## src/rtl/wlfsr_pkg.sv

```systemverilog
package wlfsr_pkg;

   localparam int unsigned BYTE_W = 8;
   localparam logic [7:0] FIELD_POLY = 8'hA9;

   // byte-lane powers, most significant lane first
   localparam logic [31:0] MUL_POWERS = {8'd23, 8'd245, 8'd48, 8'd239};
   localparam logic [31:0] DIV_POWERS = {8'd16, 8'd39, 8'd6, 8'd64};

   // stage indices that leave the block or feed back
   localparam int unsigned IDX_S0  = 0;
   localparam int unsigned IDX_S2  = 2;
   localparam int unsigned IDX_S5  = 5;
   localparam int unsigned IDX_S11 = 11;
   localparam int unsigned IDX_S15 = 15;

   // repeated multiply-by-x, evaluated only at elaboration time
   function automatic logic [7:0] xtime_pow(input logic [7:0] v,
                                            input int unsigned n,
                                            input logic [7:0] poly);
      logic [7:0] acc;
      acc = v;
      for (int unsigned i = 0; i < n; i++) begin
         acc = acc[7] ? ((acc << 1) ^ poly) : (acc << 1);
      end
      return acc;
   endfunction

endpackage

```

## src/rtl/wlfsr_alpha_xform.sv

```systemverilog
module wlfsr_alpha_xform #(
   parameter int unsigned     LANES    = 4,
   parameter logic [LANES*8-1:0] POW_LIST = wlfsr_pkg::MUL_POWERS,
   parameter logic [7:0]      POLY     = wlfsr_pkg::FIELD_POLY
) (
   input  logic [7:0]         byte_in,
   output logic [LANES*8-1:0] word_out
);
   localparam int unsigned OUT_W = LANES * 8;

   if (LANES == 0) begin : g_bad_lanes
      $error("wlfsr_alpha_xform: LANES must be nonzero");
   end

   // Each lane is linear in byte_in: the sum of the basis images of its set bits.
   for (genvar ln = 0; ln < LANES; ln++) begin : g_lane
      localparam int unsigned LSB = (LANES - 1 - ln) * 8;
      localparam int unsigned POW = int'(POW_LIST[LSB +: 8]);
      logic [7:0][7:0] term;
      logic [7:0]      lane_acc;

      for (genvar b = 0; b < 8; b++) begin : g_bit
         localparam logic [7:0] BASIS =
            wlfsr_pkg::xtime_pow(8'(1 << b), POW, POLY);
         assign term[b] = byte_in[b] ? BASIS : 8'h00;
      end

      always_comb begin
         lane_acc = 8'h00;
         for (int b = 0; b < 8; b++) begin
            lane_acc = lane_acc ^ term[b];
         end
      end

      assign word_out[LSB +: 8] = lane_acc;
   end

   // zero maps to zero for any linear map
   always_comb begin
      if (byte_in == 8'h00) begin
         AST_ZERO_MAP: assert (word_out == '0);
      end
   end

   logic unused_w;
   assign unused_w = ^OUT_W;
endmodule

```

## src/rtl/wlfsr_feedback.sv

```systemverilog
module wlfsr_feedback #(
   parameter int unsigned WORD_W = 32
) (
   input  logic [WORD_W-1:0] s0_w,
   input  logic [WORD_W-1:0] s2_w,
   input  logic [WORD_W-1:0] s11_w,
   input  logic              init_mode,
   input  logic [WORD_W-1:0] inject_word,
   output logic [WORD_W-1:0] fb_word
);
   localparam int unsigned LANES = WORD_W / wlfsr_pkg::BYTE_W;

   if (WORD_W != 32) begin : g_bad_width
      $error("wlfsr_feedback: the field powers are defined for 32-bit words");
   end

   logic [WORD_W-1:0] mul_term;
   logic [WORD_W-1:0] div_term;
   logic [WORD_W-1:0] lin_part;

   wlfsr_alpha_xform #(
      .LANES   (LANES),
      .POW_LIST(wlfsr_pkg::MUL_POWERS),
      .POLY    (wlfsr_pkg::FIELD_POLY)
   ) u_mul (
      .byte_in (s0_w[WORD_W-1 -: 8]),
      .word_out(mul_term)
   );

   wlfsr_alpha_xform #(
      .LANES   (LANES),
      .POW_LIST(wlfsr_pkg::DIV_POWERS),
      .POLY    (wlfsr_pkg::FIELD_POLY)
   ) u_div (
      .byte_in (s11_w[7:0]),
      .word_out(div_term)
   );

   always_comb begin
      lin_part = {s0_w[WORD_W-9:0], 8'h00}
               ^ mul_term
               ^ s2_w
               ^ {8'h00, s11_w[WORD_W-1:8]}
               ^ div_term;
      fb_word  = init_mode ? (lin_part ^ inject_word) : lin_part;
   end

   always_comb begin
      if (init_mode == 1'b0) begin
         AST_KS_NO_INJECT: assert (fb_word == lin_part);
      end
   end
endmodule

```

## src/rtl/wlfsr_stages.sv

```systemverilog
module wlfsr_stages #(
   parameter int unsigned WORD_W     = 32,
   parameter int unsigned NUM_STAGES = 16
) (
   input  logic                         clk,
   input  logic                         rst_n,
   input  logic                         load_en,
   input  logic [NUM_STAGES*WORD_W-1:0] load_data,
   input  logic                         step_en,
   input  logic [WORD_W-1:0]            fb_word,
   output logic [NUM_STAGES*WORD_W-1:0] state_flat
);
   localparam int unsigned LAST = NUM_STAGES - 1;

   if (NUM_STAGES < 2) begin : g_bad_depth
      $error("wlfsr_stages: at least two stages are needed");
   end

   logic [WORD_W-1:0] st [NUM_STAGES];

   for (genvar k = 0; k < NUM_STAGES; k++) begin : g_stage
      logic [WORD_W-1:0] shift_in;
      if (k == LAST) begin : g_top
         assign shift_in = fb_word;
      end else begin : g_mid
         assign shift_in = st[k+1];
      end

      always_ff @(posedge clk) begin
         if (!rst_n) begin
            st[k] <= '0;
         end else if (load_en) begin
            st[k] <= load_data[k*WORD_W +: WORD_W];
         end else if (step_en) begin
            st[k] <= shift_in;
         end
      end

      assign state_flat[k*WORD_W +: WORD_W] = st[k];
   end

   AST_RESET_CLEAR: assert property (@(posedge clk)
      !rst_n |=> (st[0] == '0 && st[LAST] == '0));

   AST_LOAD_WINS: assert property (@(posedge clk) disable iff (!rst_n)
      load_en |=> (st[0] == $past(load_data[WORD_W-1:0])
                   && st[LAST] == $past(load_data[LAST*WORD_W +: WORD_W])));

   AST_SHIFT_DOWN: assert property (@(posedge clk) disable iff (!rst_n)
      (step_en && !load_en) |=> (st[0] == $past(st[1])
                                 && st[LAST-1] == $past(st[LAST])));

   AST_FB_ENTRY: assert property (@(posedge clk) disable iff (!rst_n)
      (step_en && !load_en) |=> (st[LAST] == $past(fb_word)));

   AST_IDLE_HOLD: assert property (@(posedge clk) disable iff (!rst_n)
      (!step_en && !load_en) |=> ($stable(st[0]) && $stable(st[LAST])));
endmodule

```

## src/rtl/wlfsr_field.sv

```systemverilog
module wlfsr_field #(
   parameter int unsigned WORD_W     = 32,
   parameter int unsigned NUM_STAGES = 16
) (
   input  logic                         clk,
   input  logic                         rst_n,
   input  logic                         load_en,
   input  logic [NUM_STAGES*WORD_W-1:0] load_data,
   input  logic                         step_en,
   input  logic                         init_mode,
   input  logic [WORD_W-1:0]            inject_word,
   output logic [WORD_W-1:0]            tap_s0,
   output logic [WORD_W-1:0]            tap_s2,
   output logic [WORD_W-1:0]            tap_s5,
   output logic [WORD_W-1:0]            tap_s11,
   output logic [WORD_W-1:0]            tap_s15
);
   import wlfsr_pkg::*;

   if (NUM_STAGES != 16) begin : g_bad_stages
      $error("wlfsr_field: the tap positions require 16 stages");
   end

   logic [NUM_STAGES*WORD_W-1:0] state_flat;
   logic [WORD_W-1:0]            fb_word;

   assign tap_s0  = state_flat[IDX_S0  * WORD_W +: WORD_W];
   assign tap_s2  = state_flat[IDX_S2  * WORD_W +: WORD_W];
   assign tap_s5  = state_flat[IDX_S5  * WORD_W +: WORD_W];
   assign tap_s11 = state_flat[IDX_S11 * WORD_W +: WORD_W];
   assign tap_s15 = state_flat[IDX_S15 * WORD_W +: WORD_W];

   wlfsr_feedback #(.WORD_W(WORD_W)) u_fb (
      .s0_w       (tap_s0),
      .s2_w       (tap_s2),
      .s11_w      (tap_s11),
      .init_mode  (init_mode),
      .inject_word(inject_word),
      .fb_word    (fb_word)
   );

   wlfsr_stages #(.WORD_W(WORD_W), .NUM_STAGES(NUM_STAGES)) u_stages (
      .clk       (clk),
      .rst_n     (rst_n),
      .load_en   (load_en),
      .load_data (load_data),
      .step_en   (step_en),
      .fb_word   (fb_word),
      .state_flat(state_flat)
   );
endmodule

```

## config.mk

```make
export PLATFORM = sky130hd
export DESIGN_NAME = wlfsr_field
export DESIGN_NICKNAME = d
export VERILOG_FILES = /design/src/rtl/wlfsr_pkg.sv /design/src/rtl/wlfsr_alpha_xform.sv /design/src/rtl/wlfsr_feedback.sv /design/src/rtl/wlfsr_stages.sv /design/src/rtl/wlfsr_field.sv
export SDC_FILE = /design/constraint.sdc
export NUM_CORES = 1
export LEC_CHECK = 0
export BUFFER_PORTS_ARGS = -buffer_cell sky130_fd_sc_hd__clkbuf_2
export CAP_MARGIN = 40
export CORE_AREA = 10 10 267 269
export CTS_CLUSTER_DIAMETER = 60
export CTS_CLUSTER_SIZE = 10
export DETAILED_ROUTE_END_ITERATION = 10
export DIE_AREA = 0 0 277 279
export HOLD_SLACK_MARGIN = 0.15
export MAX_ROUTING_LAYER = met4
export PLACE_DENSITY = 0.6
export SYNTH_ARGS = -nofsm -noshare
export SYNTH_HDL_FRONTEND = slang
export SYNTH_HIERARCHICAL = 1
export SYNTH_SLANG_ARGS = --single-unit
export TNS_END_PERCENT = 20
```

## constraint.sdc

```tcl
create_clock -name clk -period 13.7 [get_ports clk]
set_clock_uncertainty 0.05 [all_clocks]
set_input_delay 0 -clock clk [delete_from_list [all_inputs] [get_ports clk]]
set_output_delay 0 -clock clk [all_outputs]
set_load 0.005 [all_outputs]
```

==> summary by stage, run 1 <==
Status
The flow did not finish. The halt point of the flow is clock tree synthesis. The tool reported: "[ERROR RSZ-0060] Max buffer count reached".

Synthesis
The dominant register cell in the synthesized netlist is sky130_fd_sc_hd__edfxtp_1. Of the total synthesized cell area, the portion taken by AND, OR, NAND and NOR gates is 0.591%. The library cell with the largest summed area after synthesis is sky130_fd_sc_hd__edfxtp_1.

Synthesis instantiated 22 different standard cells from the library. By area, the combinational part of the netlist is dominated by compound AO/OA/AOI/OAI gates. In the synthesized netlist, the number of instances is 1,486. The adder and majority cell fraction of the synthesized area is 0%.

The share of synthesized area spent on multiplexers is 0%. The net count after synthesis is just over 2,000. Counting flops with an async set or reset pin after synthesis yields a share of 0%. In this run, synthesis inferred 512 flip-flops with an integrated enable.

The synthesized design contains 512 register bits. The synthesized netlist devotes 21.0% of its cell area to compound gates. In this run the cell area of the synthesized design comes to about 24,000 um^2. The mean area per synthesized cell is 16.4 um^2.

After synthesis, flip-flops and latches occupy 63.1% of the total area. The synthesized-area fraction occupied by xor and xnor cells is 9.55%. By area the synthesized netlist is led by sky130_fd_sc_hd__edfxtp_1 63%, sky130_fd_sc_hd__a32o_1 21%, sky130_fd_sc_hd__xnor2_1 5.1%, sky130_fd_sc_hd__buf_6 3.1%, sky130_fd_sc_hd__xor2_1 2.3%. Summed over its instances, the top area cell type makes up 63.1% of the synthesized netlist area. The total of warnings raised by yosys is 6.

Clock tree
The buffer levels on the longest clock path is 3. The post-CTS repair timing setup buffer count is 0. The number of hold buffers added after CTS was 594. The number of resized instances in the post-cts repair step is 0.

Clock tree synthesis inserted a total of slightly below 60 buffers. For this design, the sink count on the clock tree is 512. The clock tree synthesis step divided the H-tree into 2 levels. The cell chosen for the clock root is sky130_fd_sc_hd__clkbuf_16.

Placed design
Detailed placement finished with a half-perimeter wire length of 75.6 mm. The global placer's final weighted congestion is about 0.93. Once placement completed, the tool counted placed cells totaling 2,892. The count of buffers inserted at the top-level ports is 708.

Die
Once the floorplan was initialized, standard cells occupied 37.1% of the core. The floorplan die height is 279 um. The horizontal die dimension is 277 um. The site row count is 94. around 700 I/O pins were placed.
[logic make-up after synthesis]
family          Yosys count
compound gates          512
flops                   512
xor+xnor                228
buf+inv                 197
simple gates             37
[metrics by stage]
step                hold WS (ns)  instance area, um^2  setup slack [ns]  util [%]
floorplan                  0.153                24400              1.84         -
detailed placement         0.240                28100              9.49      42.7
global placement           0.240                27800              9.16      42.4
[cells in the mapped netlist, types with 2 or more instances]
cell type / number
sky130_fd_sc_hd__nand2_1: 34
sky130_fd_sc_hd__buf_6: 68
sky130_fd_sc_hd__xnor2_4: 2
sky130_fd_sc_hd__inv_1: 5
sky130_fd_sc_hd__edfxtp_1: 512
sky130_fd_sc_hd__xnor2_1: 142
sky130_fd_sc_hd__a32o_1: 512
sky130_fd_sc_hd__xor2_1: 63
sky130_fd_sc_hd__xnor2_2: 2
sky130_fd_sc_hd__buf_2: 78
sky130_fd_sc_hd__xnor3_1: 8
sky130_fd_sc_hd__xnor3_4: 2
sky130_fd_sc_hd__buf_4: 11
sky130_fd_sc_hd__xor3_1: 5
sky130_fd_sc_hd__clkbuf_1: 35
==> run 2: changes to the inputs <==
CORE_AREA = 10 10 266 268   (was 10 10 267 269)
CTS_CLUSTER_DIAMETER = default   (was 60)
CTS_CLUSTER_SIZE = default   (was 10)
DIE_AREA = 0 0 276 278   (was 0 0 277 279)
HOLD_SLACK_MARGIN = default   (was 0.15)
MAX_ROUTING_LAYER = default   (was met4)
PLACE_DENSITY = default   (was 0.6)
PLACE_DENSITY_LB_ADDON = 0.15   (was default)
==> run 2 against run 1 <==
Effect of this change: the run now ends clean; area after synthesis unchanged; synthesized cell count did not move.
==> summary by stage, run 2 <==
Run
Across the run, the number of max-cap violations was 0.

Layout
Compared with the post-synthesis result, the final layout area differs by 44.3%. The layout cell share with drive strength beyond 1 is between 30% and 40%. The largest registers in the layout are u_stages/st: 512 flops. At the end of the flow, the number of nets in the layout was 3,172. The register with the most flip-flops in the layout has 512 of them. u_stages/st holds more flip-flops than any other register. The most common cell after layout, fill and taps aside is sky130_fd_sc_hd__clkbuf_2. In the layout the commonest cells are 707 x sky130_fd_sc_hd__clkbuf_2, 532 x sky130_fd_sc_hd__dlygate4sd3_1, 512 x sky130_fd_sc_hd__a32o_1, 512 x sky130_fd_sc_hd__edfxtp_1, 142 x sky130_fd_sc_hd__xnor2_1.

Clock tree
After clock tree synthesis, the clock-pin slew on the worst setup and hold paths is approximately 0.06 ns. The clock sink count is 512 (unchanged). The post-CTS repair timing setup buffer count is 0 (unchanged). The number of levels in the clock H-tree is 2 (unchanged).

The number of buffers inserted during clock tree synthesis is 57 (-3.4%). The later pin in the worst-skew pair is clocked with a latency of 0.61 ns. The buffer levels on the longest clock path is 3 (unchanged). The clock tree from TritonCTS is done.

The cell chosen for the clock root is sky130_fd_sc_hd__clkbuf_16.

Power and ir drop
The analysis attributes to cell leakage a power of around 14 nW. The share of total power in the clock network is 33.3%. The power per standard cell area is 124 nW/um^2. The net switching power is 1.21 mW. The peak supply drop is 99.5 uV.

Of the total power, the share spent switching nets is 27.8%. The share of power burned in combinational logic is 20.5%. The internal power of the cells totals between 3 and 4 mW. The portion of total power attributed to sequential cells is 46.1%.

Synthesis
The total of warnings raised by yosys is 6 (unchanged). The post-synthesis cell area is 24,400 um^2 (unchanged). The sequential area share after synthesis is 63.1% (unchanged). The net count after synthesis is 2,035 (unchanged).

The mean area per synthesized cell is 16.4 um^2 (unchanged). The dominant register cell in the synthesized netlist is sky130_fd_sc_hd__edfxtp_1. In the synthesized netlist, the cells that appear most often are 512 x sky130_fd_sc_hd__a32o_1, 512 x sky130_fd_sc_hd__edfxtp_1, 142 x sky130_fd_sc_hd__xnor2_1.

The proportion of register bits with asynchronous set or reset after synthesis is 0% (unchanged). After synthesis, the cell types taking the most area are sky130_fd_sc_hd__edfxtp_1 63%, sky130_fd_sc_hd__a32o_1 21%, sky130_fd_sc_hd__xnor2_1 5.1%, sky130_fd_sc_hd__buf_6 3.1%, sky130_fd_sc_hd__xor2_1 2.3%. The cell count after synthesis was 1,486 (unchanged). The synthesis-stage register bit count was 512 (unchanged). The library cell with the largest summed area after synthesis is sky130_fd_sc_hd__edfxtp_1. The distinct cell type count after synthesis is 22 (unchanged). The area share of the leading cell type in the synthesized netlist came to 63.1% (unchanged).

The number of enable flip-flop cells after synthesis is 512 (unchanged).

Detailed routing
The detailed router placed 20,500 vias in this run. The post-route DRC violation count is 0. The total iterations of the first detailed-routing run is 7. The count of nets left with antenna violations once routing finished came out at 0.

The total wirelength of the detailed-routed design is 107 mm. The via density per instance is 5.77. The number of DRC violations after detailed-routing iteration 0 is 3,161. After detailed routing, the average wire length per cell comes to a little over 30 um.

Critical path
The critical path goes through xor2_1, xnor3_1, xor2_1, xnor2_1, xnor2_1, a32o_1, dlygate4sd3_1. STA puts the critical path data required time at 14.00 ns. The data arrival at the endpoint of the critical path is approximately 3.9 ns. The origin of the critical flop-to-flop path is u_stages/st[5][37]$_DFFE_PP_. For flop-to-flop paths, the worst setup slack is 10.06 ns. The cell type group with the largest total delay on the critical path is XOR/XNOR gates. The critical path start-end classification is reg -> reg. The largest single stage delay on the critical path is ~1 ns.

The worst setup path is launched from a flop. Counting both buffers and inverters, the worst setup path holds a total of 1. On the critical path, the stage with the largest delay is an instance of sky130_fd_sc_hd__edfxtp_1.

The endpoint identified for the worst register-to-register timing path is u_stages/st[7][47]$_DFFE_PP_. Measured in cells, the most critical reg-to-reg path has a length of 7. The worst setup path is captured at a flop. The largest fanout on the critical path is 13.

STA
The total negative slack is 0 ns. The final-report setup violation count is 0. The number of endpoints with negative hold slack in the final report is 0. The number of max-slew violations in the final report came to 0.

The smallest clock period supported by the final layout is computed as 3.64 ns. The pin slew with the least headroom to its limit is 1.17 ns. The maximum frequency from static timing analysis is about 270 MHz. The post-route clock period utilization is 26.6%. Setup repair after global routing left no endpoint under its margin.

The worst max-slew margin expressed relative to the limit is 21.9%. The worst hold margin is 0.00494 ns.

Worst hold path
The type of the most critical hold path is in -> reg. Counting instances, the worst hold path has a depth of 4. The launch point of the worst hold path is inject_word[30].

The worst hold path terminates at u_stages/st[7][62]$_DFFE_PP_.

Die
The site row count is 94 (unchanged). The floorplan die height came to 278 um (-0.36%). The total I/O pin count is 709 (unchanged).

The core outline area is 65,400 um^2. The die covers 76,700 um^2. The horizontal die dimension was 276 um (-0.36%). The starting density of the core was 37.3% (+0.13 points).

GRT
The initial antenna violation count is 19. The via count of the first global-routing pass was 21,200. The global-route congestion overflow total is 0. The largest net degree at the start of global routing is 228. The total routing usage reported by global routing is 26.4%. The first global-routing pass estimated 151 mm of wire.

Placed design
The global placer's final weighted congestion was 0.907 (-2.7%). The count of buffers inserted at the top-level ports was 708 (unchanged). The detailed placement HPWL was 76.1 mm (+0.72%).

Status
The run finished with clean final reports.
## run 2: how the worst max path moves through the flow
stage	cells past startpoint	from	to	slack [ns]
final	7	u_stages/st[5][37]$_DFFE_PP_	u_stages/st[7][47]$_DFFE_PP_	10.06
after global routing	7	u_stages/st[5][37]$_DFFE_PP_	u_stages/st[7][47]$_DFFE_PP_	10.01
after CTS	7	u_stages/st[5][37]$_DFFE_PP_	u_stages/st[7][47]$_DFFE_PP_	10.15
after detailed placement	7	rst_n	u_stages/st[0][8]$_DFFE_PP_	9.73
after global placement	6	rst_n	u_stages/st[0][7]$_DFFE_PP_	9.11
after floorplan	4	rst_n	u_stages/st[0][0]$_DFFE_PP_	1.84
## run 2: worst register-to-register path, stage by stage (launching register included)
cell	delay [ns]
sky130_fd_sc_hd__edfxtp_1	0.98
sky130_fd_sc_hd__xor2_1	0.40
sky130_fd_sc_hd__xnor3_1	0.29
sky130_fd_sc_hd__xor2_1	0.21
sky130_fd_sc_hd__xnor2_1	0.50
sky130_fd_sc_hd__xnor2_1	0.15
sky130_fd_sc_hd__a32o_1	0.26
sky130_fd_sc_hd__dlygate4sd3_1	0.56
## run 2: cells by family (layout without fill, tap and decap cells)
group / count (synthesis) / count (layout) / share of synthesized area, %
AO/OA/AOI/OAI: 512 / 512 / 21.0
XOR/XNOR: 228 / 228 / 9.55
buffers and inverters: 197 / 1377 / 5.70
flip-flops: 512 / 512 / 63.1
other: 0 / 21 / 0
AND/OR/NAND/NOR: 37 / 37 / 0.591
## run 2: area by class of cell
cell class	instances	area, um^2
fill	5501	30200
sequential	512	15400
timing repair buffer	1270	9310
multi-input combinational	777	7610
clock buffer	78	1550
tap	864	1080
clock inverter	24	168
antenna	21	52.6
inverter	5	18.8
## run 2: metal layers
metal,vias to the layer above,global-route usage (%),wire length [um]
li1,8701,-,-
met1,10300,33.6,41700
met2,1267,44.1,52900
met3,249,4.60,8250
met4,2,10.5,4370
met5,-,0,13
## run 2: metrics by stage
stage	worst slack, ns	util, %	total power, mW	area, um^2	instances
global route	10.01	53.8	4.49	35200	3548
finish	10.06	53.8	4.35	35200	3551
floorplan	1.84	-	2.45	24400	1486
detailed placement	9.73	42.9	2.78	28100	2896
global placement	9.11	42.5	2.77	27800	2886
CTS	10.15	53.7	4.37	35100	3530
## run 2: power groups by stage
stage / Sequential, mW / Clock, mW / Combinational (mW)
after floorplan: 1.98 / 0 / 0.471
after global placement: 2.04 / 0 / 0.736
after detailed placement: 2.04 / 0 / 0.748
after CTS: 2.01 / 1.47 / 0.889
after global routing: 2.01 / 1.54 / 0.940
final: 2.01 / 1.45 / 0.893
## run 2: what timing repair did
action / 4_1_cts / 5_1_grt
hold endpoints to repair: 512 / 0
hold buffers: 532 / 0
resized for setup: 0 / 0
Note: power is estimated with default switching activity, not from simulation.
